File: src/rtl/memseq_pkg.sv
package memseq_pkg;
   typedef enum logic {
      PH_FETCH = 1'b0,
      PH_EXEC  = 1'b1
   } phase_e;
endpackage

File: src/rtl/memseq_phase.sv
module memseq_phase
   import memseq_pkg::*;
(
   input  logic   clk,
   input  logic   rst,
   output phase_e phase_o
);
   phase_e phase_q;

   always_ff @(posedge clk) begin
      if (rst)
         phase_q <= PH_FETCH;
      else
         phase_q <= (phase_q == PH_FETCH) ? PH_EXEC : PH_FETCH;
   end

   assign phase_o = phase_q;


   phase_alt_chk: assert property (@(posedge clk) disable iff (rst)
      (phase_q == PH_FETCH) |=> (phase_q == PH_EXEC));

   phase_back_chk: assert property (@(posedge clk) disable iff (rst)
      (phase_q == PH_EXEC) |=> (phase_q == PH_FETCH));
endmodule

File: src/rtl/memseq_pc.sv
module memseq_pc #(
   parameter int          AW       = 8,
   parameter logic [AW-1:0] RESET_PC = '0
) (
   input  logic          clk,
   input  logic          rst,
   input  logic          exec_i,
   input  logic          jump_i,
   input  logic [AW-1:0] tgt_i,
   output logic [AW-1:0] pc_o
);
   logic [AW-1:0] pc_q;
   logic [AW-1:0] pc_next;

   always_comb begin
      pc_next = pc_q;
      if (exec_i)
         pc_next = jump_i ? tgt_i : pc_q + AW'(1);
   end

   always_ff @(posedge clk) begin
      if (rst)
         pc_q <= RESET_PC;
      else
         pc_q <= pc_next;
   end

   assign pc_o = pc_q;


   pc_step_chk: assert property (@(posedge clk) disable iff (rst)
      exec_i |=> (pc_q == ($past(jump_i) ? $past(tgt_i) : $past(pc_q) + AW'(1))));

   pc_hold_chk: assert property (@(posedge clk) disable iff (rst)
      !exec_i |=> $stable(pc_q));
endmodule

File: src/rtl/memseq_ir.sv
module memseq_ir #(
   parameter int DW = 16
) (
   input  logic          clk,
   input  logic          rst,
   input  logic          load_i,
   input  logic [DW-1:0] d_i,
   output logic [DW-1:0] q_o
);
   logic [DW-1:0] ir_q;

   always_ff @(posedge clk) begin
      if (rst)
         ir_q <= '0;
      else if (load_i)
         ir_q <= d_i;
   end

   assign q_o = ir_q;


   ir_load_chk: assert property (@(posedge clk) disable iff (rst)
      load_i |=> (ir_q == $past(d_i)));

   ir_hold_chk: assert property (@(posedge clk) disable iff (rst)
      !load_i |=> $stable(ir_q));
endmodule

File: src/rtl/memseq_route.sv
module memseq_route #(
   parameter int AW        = 8,
   parameter int DW        = 16,
   parameter bit ZERO_IDLE = 1'b1
) (
   input  logic          exec_i,
   input  logic [AW-1:0] pc_i,
   input  logic [AW-1:0] field_i,
   input  logic [AW-1:0] reg_i,
   input  logic          sel_reg_i,
   input  logic          wr_req_i,
   input  logic [DW-1:0] wr_data_i,
   input  logic [DW-1:0] rdata_i,
   output logic [AW-1:0] addr_o,
   output logic          we_o,
   output logic [DW-1:0] wdata_o,
   output logic [DW-1:0] dout_o,
   output logic          dvalid_o
);
   logic [AW-1:0] data_addr;

   // data address source, then the phase address mux
   assign data_addr = sel_reg_i ? reg_i : field_i;
   assign addr_o    = exec_i ? data_addr : pc_i;

   // writes only in execute
   assign we_o    = exec_i & wr_req_i;
   assign wdata_o = wr_data_i;

   // read-data demux toward the data path
   assign dvalid_o = exec_i;
   generate
      if (ZERO_IDLE) begin : g_zero_idle
         assign dout_o = exec_i ? rdata_i : '0;
      end else begin : g_pass
         assign dout_o = rdata_i;
      end
   endgenerate
endmodule

File: src/rtl/memseq_top.sv
module memseq_top #(
   parameter int            AW        = 8,
   parameter int            DW        = 16,
   parameter int            FIELD_LSB = 0,
   parameter logic [AW-1:0] RESET_PC  = '0,
   parameter bit            ZERO_IDLE = 1'b1
) (
   input  logic          clk,
   input  logic          rst,
   input  logic          jump_req,
   input  logic [AW-1:0] jump_tgt,
   input  logic          daddr_sel,
   input  logic [AW-1:0] reg_daddr,
   input  logic          wr_req,
   input  logic [DW-1:0] wr_data,
   input  logic [DW-1:0] mem_rdata,
   output logic [AW-1:0] mem_addr,
   output logic          mem_we,
   output logic [DW-1:0] mem_wdata,
   output logic [AW-1:0] pc,
   output logic [DW-1:0] instr,
   output logic          exec_phase,
   output logic [DW-1:0] rd_data,
   output logic          rd_valid
);
   import memseq_pkg::*;

   localparam int FIELD_MSB = FIELD_LSB + AW - 1;

   generate
      if (AW < 2) begin : g_bad_aw
         $error("memseq_top: AW must be at least 2");
      end
      if (FIELD_LSB < 0 || FIELD_MSB >= DW) begin : g_bad_field
         $error("memseq_top: address field does not fit in the instruction word");
      end
   endgenerate

   phase_e        phase;
   logic          in_exec;
   logic [AW-1:0] field_addr;

   memseq_phase u_phase (
      .clk     (clk),
      .rst     (rst),
      .phase_o (phase)
   );

   assign in_exec    = (phase == PH_EXEC);
   assign exec_phase = in_exec;

   memseq_pc #(.AW(AW), .RESET_PC(RESET_PC)) u_pc (
      .clk    (clk),
      .rst    (rst),
      .exec_i (in_exec),
      .jump_i (jump_req),
      .tgt_i  (jump_tgt),
      .pc_o   (pc)
   );

   memseq_ir #(.DW(DW)) u_ir (
      .clk    (clk),
      .rst    (rst),
      .load_i (!in_exec),
      .d_i    (mem_rdata),
      .q_o    (instr)
   );

   assign field_addr = instr[FIELD_MSB:FIELD_LSB];

   memseq_route #(.AW(AW), .DW(DW), .ZERO_IDLE(ZERO_IDLE)) u_route (
      .exec_i    (in_exec),
      .pc_i      (pc),
      .field_i   (field_addr),
      .reg_i     (reg_daddr),
      .sel_reg_i (daddr_sel),
      .wr_req_i  (wr_req),
      .wr_data_i (wr_data),
      .rdata_i   (mem_rdata),
      .addr_o    (mem_addr),
      .we_o      (mem_we),
      .wdata_o   (mem_wdata),
      .dout_o    (rd_data),
      .dvalid_o  (rd_valid)
   );


   reset_state_chk: assert property (@(posedge clk)
      rst |=> (!exec_phase && pc == RESET_PC && instr == '0));

   fetch_addr_chk: assert property (@(posedge clk) disable iff (rst)
      !exec_phase |-> (mem_addr == pc));

   exec_reg_addr_chk: assert property (@(posedge clk) disable iff (rst)
      (exec_phase && daddr_sel) |-> (mem_addr == reg_daddr));

   write_gate_chk: assert property (@(posedge clk) disable iff (rst)
      mem_we |-> (exec_phase && wr_req));

   read_valid_chk: assert property (@(posedge clk) disable iff (rst)
      rd_valid |-> exec_phase);
endmodule

File: config.mk
export PLATFORM = sky130hd
export DESIGN_NAME = memseq_top
export DESIGN_NICKNAME = d
export VERILOG_FILES = /design/src/rtl/memseq_pkg.sv /design/src/rtl/memseq_phase.sv /design/src/rtl/memseq_pc.sv /design/src/rtl/memseq_ir.sv /design/src/rtl/memseq_route.sv /design/src/rtl/memseq_top.sv
export SDC_FILE = /design/constraint.sdc
export NUM_CORES = 1
export LEC_CHECK = 0
export ABC_CLOCK_PERIOD_IN_PS = 2570
export BUFFER_PORTS_ARGS = -buffer_cell sky130_fd_sc_hd__buf_2
export CAP_MARGIN = 20
export CORE_MARGIN = 8
export CORE_UTILIZATION = 42
export DETAILED_ROUTE_END_ITERATION = 12
export HOLD_SLACK_MARGIN = 0.15
export PLACE_DENSITY = 0.86
export REMOVE_ABC_BUFFERS = 1
export SLEW_MARGIN = 25
export SYNTH_ARGS = -nofsm -noshare
export SYNTH_HDL_FRONTEND = slang
export SYNTH_SLANG_ARGS = --single-unit
File: constraint.sdc
create_clock -name clk -period 2.57 [get_ports clk]
set_clock_uncertainty 0.2 [all_clocks]
set_input_delay 0 -clock clk [delete_from_list [all_inputs] [get_ports clk]]
set_output_delay 0 -clock clk [all_outputs]
set_load 0.02 [all_outputs]
==> results.py, run 1 <==
metrics = {
    "global_route": {
        "first_global_vias": 1867,
        "antenna_found_initial": 1,
        "global_route.usage.total_pct": 21.6,
        "globalRoute.totalOverflow": 0,
        "wire_length_of_the_first_global_routing_pass_um": 9430,
        "maximum_number_of_pins_on_one_net_before_global_route_repair": 29,
    },
    "floorplanning": {
        "placeableCoreArea_um2": 3360,
        "die_height_um": 75.4,
        "rows": 21,
        "die_area_um2": 5680,
        "die-width_um": 75.4,
        "count_of_pins_on_the_block_boundary": 120,
        "starting_density_of_the_core_pct": 44.0,
    },
    "detailed_routing": {
        "via_count": 1810,
        "drt_pass1_iterations": 5,
        "dr.first_iter.drc_count": 56,
        "remaining_drc_errors": 0,
        "vias_per_cell": 5.03,
        "detail_route.wirelength_um": 6310,
        "routed_wire_length_per_instance_um": 17.5,
        "ant_nets": 0,
    },
    "critical_path": {
        "cp_data_arrival_time_ns": 2.53,
        "critPathMaxFanout": 7,
        "cp_data_required_time_ns": 2.60,
        "critPathKind": "flop to flop",
        "critical_path.startpoint_type": "flop",
        "reg2regPathDepth": 6,
        "r2r_slack_ns": 0.07,
        "worstSetupEndpointType": "flop",
    },
    "logic_synthesis": {
        "netlist_top_cells_count": "dfxtp_1, mux2i_1, nor2_1",
        "synth.cell_area_um2": 1480,
        "combinational_family_with_the_most_area_after_synthesis": "simple AND/OR/NAND/NOR gates",
        "synth-seq-area-share_pct": 33.8,
        "synthMuxAreaShare_pct": 16.9,
        "simple_gate_share_of_the_synthesized_area_pct": 22.0,
        "yosys_register_bits": 25,
        "synthArstFlopShare_pct": 0,
        "yosysTopAreaCellShare_pct": 33.8,
        "post_synth_fa_ha_maj_area_fraction_pct": 0.845,
        "synth_edf_count": 0,
        "syn_avg_cell_area_um2": 8.51,
        "synthesized_area_fraction_occupied_by_xor_and_xnor_cells_pct": 0,
        "yosysWarnings": 0,
        "post_synth_inst_count": 174,
        "synth-compound-area-share_pct": 13.0,
        "synth_flop_cell": "dfxtp_1",
        "biggest_area_contributors_in_the_synthesized_netlist": "dfxtp_1, mux2i_1, buf_4",
        "synth_largest_area_cell": "dfxtp_1",
        "post_synth_num_cell_types": 31,
    },
    "hold_path": {
        "worstHoldPathType": "input port to flop",
        "timing.hold.worst_path_depth": 4,
    },
    "clocking": {
        "htree_levels": 1,
        "max-clock-path-buffers": 2,
        "ctsRootBufferMaster": "clkbuf_4",
        "cts.sinks": 25,
        "clkTransAtPathRegs_ns": 0.15,
        "tritoncts.num_buffers": 3,
        "clk-insertion-delay-late_ns": 0.33,
        "clock_tree_from_tritoncts": "built",
    },
    "sta": {
        "final-hold-violation-count": 0,
        "rsz0062_at_grt": "no",
        "timing_worst_slew_pin_value_ns": 0.548,
        "worst_slew_slack_as_a_fraction_of_its_limit_pct": 63.4,
        "timing.setup.tns_ns": 0,
        "period_needed_ns": 2.50,
        "achievable-frequency_mhz": 399,
        "timing.final.max_slew_violations": 0,
        "final_worst_path_period_share_pct": 97.4,
        "finalSetupViolations": 0,
    },
    "placed_design": {
        "portBuffers": 87,
        "place_inst": 280,
        "place.gp.congestion": 0.769,
        "dp_hpwl_um": 3370,
    },
    "pwr": {
        "power_per_cell_area_nw_per_um2": 396,
        "cellLeakagePower_nw": 1.30,
        "design_power_total_mw": 1.03,
        "vdd_drop_max_mv": 0.242,
    },
    "cells_and_area": {
        "final_nets": 368,
        "layout.core_utilization_pct": 77.3,
        "fraction_of_final_layout_cells_with_drive_strength_greater_than_1_pct": 33.2,
        "post_layout_nonfiller_instances": 360,
        "areaGrowthSynthToFinish_pct": 75.6,
        "nFillCells": 240,
    },
    "job": {
        "drv_cap": 0,
    },
    "run_status": {
        "outcome": "finished, final reports clean",
    },
}
area by class of cell:
class                      instances  area, um^2  share of cell area (%)
clock inverter                     1        5.00                   0.193
antenna                            1        2.50                  0.0963
inverter                           2        7.51                   0.289
timing repair buffer             164        1200                    46.2
clock buffer                       3        22.5                   0.867
multi-input combinational        118         793                    30.5
sequential                        25         509                    19.6
tap                               46        57.6                    2.21
flip-flops by register name, summed over array words and instances (netlist names):
signal and cells:
u_ir.q_o 16, u_pc.pc_o 8, u_phase.phase_o 1
worst paths after layout:
| path | from | end |
|---|---|---|
| setup / recovery | u_pc.pc_o[0]$_SDFFE_PP0P_ | u_pc.pc_o[4]$_SDFFE_PP0P_ |
| hold / removal | jump_req | u_pc.pc_o[5]$_SDFFE_PP0P_ |
| setup reg to reg | u_pc.pc_o[0]$_SDFFE_PP0P_ | u_pc.pc_o[4]$_SDFFE_PP0P_ |
| hold reg to reg | u_pc.pc_o[2]$_SDFFE_PP0P_ | u_pc.pc_o[2]$_SDFFE_PP0P_ |
power by group:
part           total (mW)  switching [mW]  internal (mW)
clock               0.184           0.125         0.0584
sequential          0.441          0.0262          0.415
combinational       0.403           0.213          0.191
kinds of logic (layout without fill, tap and decap cells):
| family | count (synthesis) | after routing |
|---|---|---|
| fa+ha+maj | 1 | 1 |
| buf+inv | 31 | 170 |
| flops | 25 | 25 |
| compound gates | 30 | 30 |
| other cells | 0 | 1 |
| simple gates | 62 | 62 |
| mux | 25 | 25 |
per-layer routing:
layer | global-route usage [%] | vias up | part of all wire (%)
met3 | 7.37 | 13 | 11
met2 | 38.4 | 87 | 50
met5 | 0 | - | 0
met1 | 23.1 | 841 | 37
met4 | 7.68 | 0 | 1.9
li1 | - | 869 | -
critical path, cell delays in order (launching register included):
cell           delay (ns)
dfxtp_4              0.40
ha_1                 0.24
and3_4               0.22
a22oi_2              0.12
dlygate4sd3_1        0.57
o32ai_1              0.08
dlygate4sd3_1        0.59
per-stage QoR:
stage | cell area [um^2] | worst slack (ns) | hold WS, ns
6_report | 2600 | 0.0667 | 0.0920
5_1_grt | 2600 | 0.0258 | 0.174
4_1_cts | 2580 | 0.0182 | 0.186
3_5_place_dp | 1800 | 1.01 | -0.200
3_3_place_gp | 1800 | 1.08 | -0.200
2_1_floorplan | 1290 | -0.0266 | -0.200
cell usage in the layout, fill, tap and decap left out, types with 2 or more instances in the layout:
| cell | synthesis | final |
|---|---|---|
| a21oi_1 | 9 | 9 |
| nor3b_1 | 2 | 2 |
| dfxtp_1 | 25 | 20 |
| a211oi_1 | 2 | 2 |
| buf_2 | 6 | 87 |
| nand2_1 | 5 | 5 |
| and2_1 | 18 | 18 |
| mux2i_1 | 25 | 25 |
| o221ai_1 | 2 | 2 |
| o21ai_0 | 8 | 7 |
| nand3_1 | 2 | 2 |
| nor2b_1 | 2 | 2 |
| a31oi_1 | 2 | 2 |
| inv_1 | 2 | 2 |
| clkbuf_4 | 0 | 3 |
| nand2b_1 | 3 | 3 |
| buf_4 | 18 | 3 |
| dfxtp_2 | 0 | 4 |
| dlygate4sd3_1 | 0 | 73 |
| nor2_1 | 25 | 25 |
repair_timing:
item | CTS | global route
hold buffers | 75 | 0
hold endpoints to repair | 46 | 0
resized for setup | 0 | 10
buffers inserted | 0 | 1
endpoints found under the setup margin | 0 | 3
Note: power is estimated with default switching activity, not from simulation.
==> run 2: changes to the inputs <==
Settings changed: GPL_TIMING_DRIVEN set to 0.
==> run 2 against run 1 <==
  * Via count down 0.39%
  * Critical path depth up 2
  * Sequential power up 1%
  * Core utilization down 0.19 points
  * Total power down 0.49%
  * Sequential share of layout area about the same
==> results.py, run 2 (synthesis gave the netlist of run 1 again) <==
metrics = {
    "detailed_routing": {
        "drt_pass1_iterations": 4,
        "wl_met2_um": 3260,
        "detail_route.wirelength_um": 6270,
        "m1WireLength_um": 2300,
        "vias_per_cell": 5.02,
        "routed_wire_length_per_instance_um": 17.5,
        "dr.first_iter.drc_count": 69,
        "ant_nets": 0,
        "via_count": 1803,
        "detailroute.wirelength.met3_um": 608,
        "route.top_layer_used": "met4",
        "remaining_drc_errors": 0,
    },
    "sta": {
        "final_worst_path_period_share_pct": 97.2,
        "worst_slew_slack_as_a_fraction_of_its_limit_pct": 65.7,
        "achievable-frequency_mhz": 400,
        "final-hold-violation-count": 0,
        "timing_worst_slew_pin_value_ns": 0.514,
        "finalSetupViolations": 0,
        "timing.final.max_slew_violations": 0,
        "worst_slack_ns": 0.0724,
        "timing.hold.ws_ns": 0.101,
        "period_needed_ns": 2.50,
        "rsz0062_at_grt": "no",
    },
    "critical_path": {
        "rr_endpoint": "u_pc.pc_o[1]$_SDFFE_PP0P_",
        "cp_data_arrival_time_ns": 2.57,
        "r2r-start": "u_pc.pc_o[0]$_SDFFE_PP0P_",
        "r2r_slack_ns": 0.21,
        "critPathKind": "input port to flop",
        "critical_path.startpoint_type": "input port",
        "reg2regPathDepth": 5,
        "critPathMaxFanout": 1,
        "crit_path_start": "jump_tgt[3]",
        "cp_data_required_time_ns": 2.64,
        "worstSetupEndpointType": "flop",
    },
    "clocking": {
        "max-clock-path-buffers": 2,
        "clkTransAtPathRegs_ns": 0.14,
        "htree_levels": 1,
        "clk-insertion-delay-late_ns": 0.32,
        "tritoncts.num_buffers": 3,
        "cts.sinks": 25,
        "ctsRootBufferMaster": "clkbuf_4",
        "clock_tree_from_tritoncts": "built",
    },
    "cells_and_area": {
        "fraction_of_final_layout_cells_with_drive_strength_greater_than_1_pct": 31.7,
        "most-common-layout-cells": "buf_2, dlygate4sd3_1, mux2i_1, nor2_1, dfxtp_1",
        "final_nets": 367,
        "areaGrowthSynthToFinish_pct": 75.1,
        "most_common_cell_after_layout_fill_and_taps_aside": "buf_2",
        "largest_register_ffs": 16,
        "nFillCells": 251,
    },
    "placed_design": {
        "portBuffers": 87,
        "place.gp.congestion": 0.804,
        "dp_hpwl_um": 3230,
        "pre_cts_ws_ns": 0.981,
    },
    "global_route": {
        "maximum_number_of_pins_on_one_net_before_global_route_repair": 38,
        "globalRoute.totalOverflow": 0,
        "wire_length_of_the_first_global_routing_pass_um": 9680,
        "antenna_found_initial": 1,
        "first_global_vias": 1919,
        "global_route.usage.total_pct": 22.2,
    },
    "pwr": {
        "vdd_drop_max_mv": 0.308,
        "power_per_cell_area_nw_per_um2": 395,
        "cellLeakagePower_nw": 1.30,
        "design_power_total_mw": 1.02,
    },
    "hold_path": {
        "timing.hold.worst_path_depth": 4,
        "hold_path_startpoint": "jump_req",
        "hold_end": "u_pc.pc_o[5]$_SDFFE_PP0P_",
        "worstHoldPathType": "input port to flop",
    },
    "floorplanning": {
        "count_of_pins_on_the_block_boundary": 120,
        "placeableCoreArea_um2": 3360,
        "starting_density_of_the_core_pct": 44.0,
        "die_area_um2": 5680,
        "die_height_um": 75.4,
        "rows": 21,
        "die-width_um": 75.4,
    },
    "run_status": {
        "outcome": "finished, final reports clean",
    },
    "job": {
        "drv_cap": 0,
    },
}
run 2: layout make-up:
| class | instances | area (um^2) | share of cell area (%) |
|---|---|---|---|
| repair buffers | 163 | 1210 | 46.6 |
| multi-input cells | 118 | 781 | 30.1 |
| flip-flops and latches | 25 | 509 | 19.6 |
| well taps | 46 | 57.6 | 2.22 |
| clock buffers | 4 | 26.3 | 1.01 |
| inverters | 2 | 7.51 | 0.290 |
| diodes | 1 | 2.50 | 0.0965 |
run 2: stage by stage:
stage | instances | setup TNS, ns | util, % | cell area (um^2)
floorplan | 145 | -0.0532 | - | 1290
CTS | 359 | 0 | 77.0 | 2590
finish | 359 | 0 | 77.1 | 2590
global route | 359 | 0 | 77.1 | 2590
detailed placement | 279 | 0 | 53.6 | 1800
global placement | 278 | -0.835 | 53.0 | 1780
run 2: worst max-delay path by stage:
stage | endpoint | slack, ns | depth (start not counted)
after detailed placement | u_pc.pc_o[7]$_SDFFE_PP0P_ | 0.98 | 3
after floorplan | mem_addr[5] | -0.03 | 2
after CTS | u_pc.pc_o[5]$_SDFFE_PP0P_ | 0.02 | 5
final | u_pc.pc_o[3]$_SDFFE_PP0P_ | 0.07 | 8
after global routing | u_pc.pc_o[3]$_SDFFE_PP0P_ | 0.03 | 8
after global placement | u_pc.pc_o[3]$_SDFFE_PP0P_ | -0.15 | 3
run 2: worst max-delay path, stage by stage:
cell and delay (ns):
dlygate4sd3_1 0.52, buf_2 0.10, nand2_1 0.04, dlygate4sd3_1 0.56
o31a_1 0.10, dlygate4sd3_1 0.54, o21ai_0 0.16, dlygate4sd3_1 0.57
run 2: timing repair:
item	4_1_cts	5_1_grt
buffers inserted	0	0
hold buffers	76	0
endpoints found under the hold margin	47	0
endpoints found under the setup margin	0	2
resized for setup	0	6
run 2: metal layers:
metal	track usage, %	up-vias
li1	-	857
met1	22.8	848
met2	42.3	90
met3	7.11	8
met4	5.33	0
met5	0	-
run 2: power by group:
group	total, mW	internal (mW)	switching [mW]
logic	0.397	0.191	0.206
clock network	0.179	0.0607	0.119
registers	0.447	0.415	0.0320
total	1.02	0.666	0.356
==> run 3: changes to the inputs <==
Settings changed: PLACE_DENSITY 0.86 to 0.85, SYNTH_HIERARCHICAL set to 1.
==> run 3 against run 2 <==
  * Die area is 0.86% higher
  * Combinational power shrank 9.8%
  * Synthesized cell count increased by 1.1%
  * First-iteration DRC count up 23%
  * Global-route usage down 3.0 points
  * Clock power about the same
  * Hold slack improved by 0.13 ns
  * Non-clock buffer count is 19 lower
  * Core utilization decreased by 6.7 points
  * Clock-buffer cell count unchanged
==> results.py, run 3 <==
metrics = {
    "sta": {
        "rsz0062_at_grt": "no",
        "timing.setup.tns_ns": 0,
        "final_worst_path_period_share_pct": 93.7,
        "timing.final.max_slew_violations": 0,
        "achievable-frequency_mhz": 415,
        "timing.hold.ws_ns": 0.228,
        "period_needed_ns": 2.41,
        "finalSetupViolations": 0,
        "worst_slew_slack_as_a_fraction_of_its_limit_pct": 46.7,
        "timing_worst_slew_pin_value_ns": 0.798,
        "final-hold-violation-count": 0,
    },
    "detailed_routing": {
        "via_count": 1708,
        "vias_per_cell": 4.99,
        "drt_pass1_iterations": 4,
        "routed_wire_length_per_instance_um": 16.5,
        "remaining_drc_errors": 0,
        "ant_nets": 0,
        "detail_route.wirelength_um": 5640,
        "dr.first_iter.drc_count": 85,
    },
    "logic_synthesis": {
        "synthesized_area_fraction_occupied_by_xor_and_xnor_cells_pct": 0,
        "synthMuxAreaShare_pct": 16.7,
        "biggest_area_contributors_in_the_synthesized_netlist": "dfxtp_1, mux2i_1, buf_4",
        "post_synth_num_cell_types": 33,
        "combinational_family_with_the_most_area_after_synthesis": "simple AND/OR/NAND/NOR gates",
        "synth_largest_area_cell": "dfxtp_1",
        "synthArstFlopShare_pct": 0,
        "syn_avg_cell_area_um2": 8.50,
        "synth_edf_count": 0,
        "yosysWarnings": 6,
        "post_synth_inst_count": 176,
        "post_synth_fa_ha_maj_area_fraction_pct": 0.836,
        "synth-seq-area-share_pct": 33.4,
        "synth-compound-area-share_pct": 12.5,
        "synth_flop_cell": "dfxtp_1",
        "yosys_register_bits": 25,
        "netlist_top_cells_count": "nor2_1, dfxtp_1, mux2i_1",
        "synth.cell_area_um2": 1500,
        "yosysTopAreaCellShare_pct": 33.4,
        "yosys.cell_count.top_type": "nor2_1",
        "simple_gate_share_of_the_synthesized_area_pct": 21.7,
    },
    "global_route": {
        "wire_length_of_the_first_global_routing_pass_um": 8570,
        "global_route.usage.total_pct": 19.2,
        "antenna_found_initial": 0,
        "globalRoute.totalOverflow": 0,
        "first_global_vias": 1643,
        "maximum_number_of_pins_on_one_net_before_global_route_repair": 51,
    },
    "clocking": {
        "clkTransAtPathRegs_ns": 0.14,
        "clk-insertion-delay-late_ns": 0.31,
        "htree_levels": 1,
        "tritoncts.num_buffers": 3,
        "ctsRootBufferMaster": "clkbuf_4",
        "max-clock-path-buffers": 2,
        "cts.sinks": 25,
        "clock_tree_from_tritoncts": "built",
    },
    "critical_path": {
        "r2r_slack_ns": 0.16,
        "critPathKind": "flop to flop",
        "cp_data_required_time_ns": 2.59,
        "worstSetupEndpointType": "flop",
        "cp_data_arrival_time_ns": 2.43,
        "critPathMaxFanout": 9,
        "critical_path.startpoint_type": "flop",
    },
    "cells_and_area": {
        "final_nets": 351,
        "most-common-layout-cells": "buf_2, dlygate4sd3_1, nor2_1, mux2i_1, dfxtp_1",
        "multiInputGateArea_um2": 781,
        "ff_latch_area_um2": 504,
        "antenna_cells_inserted": 0,
        "areaGrowthSynthToFinish_pct": 59.4,
        "fraction_of_final_layout_cells_with_drive_strength_greater_than_1_pct": 32.8,
        "post_layout_nonfiller_instances": 342,
        "largest_register_ffs": 16,
        "nFillCells": 256,
        "most_common_cell_after_layout_fill_and_taps_aside": "buf_2",
    },
    "placed_design": {
        "place.gp.congestion": 0.780,
        "portBuffers": 87,
        "place_inst": 281,
        "dp_hpwl_um": 3350,
    },
    "floorplanning": {
        "rows": 21,
        "placeableCoreArea_um2": 3390,
        "die_area_um2": 5730,
        "starting_density_of_the_core_pct": 44.1,
        "die-width_um": 75.7,
        "count_of_pins_on_the_block_boundary": 120,
        "die_height_um": 75.7,
    },
    "pwr": {
        "vdd_drop_max_mv": 0.210,
        "design_power_total_mw": 0.987,
        "power_per_cell_area_nw_per_um2": 414,
        "cellLeakagePower_nw": 1.22,
    },
    "hold_path": {
        "worstHoldPathType": "input port to primary output",
    },
    "run_status": {
        "outcome": "finished, final reports clean",
    },
    "job": {
        "drv_cap": 0,
    },
}
run 3: cell count changes in the layout (fill, tap and decap cells not counted), sizes merged, moves of 2 or more:
cell         delta
dlygate4sd3    -17
a21oi           +5
o21ai           -5
nor2            +3
o211ai          +3
a22oi           -2
a31oi           +2
o221ai          -2
or4             +2
run 3: worst paths after layout:
| path | startpoint | to | depth (start not counted) |
|---|---|---|---|
| max | u_pc/pc_o[0]$_SDFFE_PP0P_ | u_pc/pc_o[4]$_SDFFE_PP0P_ | 6 |
| min | reg_daddr[7] | mem_addr[7] | 4 |
| max reg2reg | u_pc/pc_o[0]$_SDFFE_PP0P_ | u_pc/pc_o[4]$_SDFFE_PP0P_ | 6 |
| min reg2reg | u_ir/q_o[9]$_SDFFE_PP0P_ | u_ir/q_o[9]$_SDFFE_PP0P_ | 2 |
run 3: area by class of cell:
| cell class | count | area share [%] |
|---|---|---|
| clock buffers | 4 | 1.10 |
| multi-input cells | 120 | 32.7 |
| well taps | 46 | 2.41 |
| inverters | 3 | 0.472 |
| flip-flops and latches | 25 | 21.1 |
| repair buffers | 144 | 42.2 |
run 3: report_power, final:
group          internal, mW  leakage (nW)  switching (mW)  total, mW
Sequential            0.415         0.207          0.0377      0.452
Combinational         0.166          1.00           0.192      0.358
Clock                0.0605        0.0150           0.116      0.177
Total                 0.642          1.22           0.346      0.987
run 3: per-layer routing:
layer / vias to the layer above / share of wire [%] / GRT usage [%]
met1: 806 / 40 / 21.8
met3: 4 / 8.3 / 4.08
met4: 0 / 0.46 / 2.56
met5: - / 0 / 0
li1: 831 / - / -
met2: 67 / 51 / 36.4
run 3: critical path, stage by stage, from the launching register on:
cell and delay (ns):
dfxtp_2 0.45, ha_2 0.26, nand2b_1 0.07, o22ai_1 0.12, dlygate4sd3_1 0.58, a211oi_1 0.07, dlygate4sd3_1 0.59
run 3: timing repair:
action	4_1_cts	5_1_grt
setup endpoints to repair	0	3
hold endpoints to repair	48	1
resized for setup	0	4
hold buffers	57	1
setup buffers	0	0
run 3: kinds of logic after synthesis:
group | Yosys count
buf+inv | 31
flops | 25
mux | 25
fa+ha+maj | 1
compound gates | 31
simple gates | 63
run 3: per-stage QoR:
| step | setup slack [ns] | cell area, um^2 | utilization [%] |
|---|---|---|---|
| after CTS | 0.0638 | 2380 | 70.1 |
| after floorplan | 0.0797 | 1280 | - |
| after detailed placement | 0.374 | 1780 | 52.5 |
| after global placement | -0.239 | 1780 | 52.5 |
| final | 0.163 | 2390 | 70.4 |
| after global routing | 0.0421 | 2390 | 70.4 |
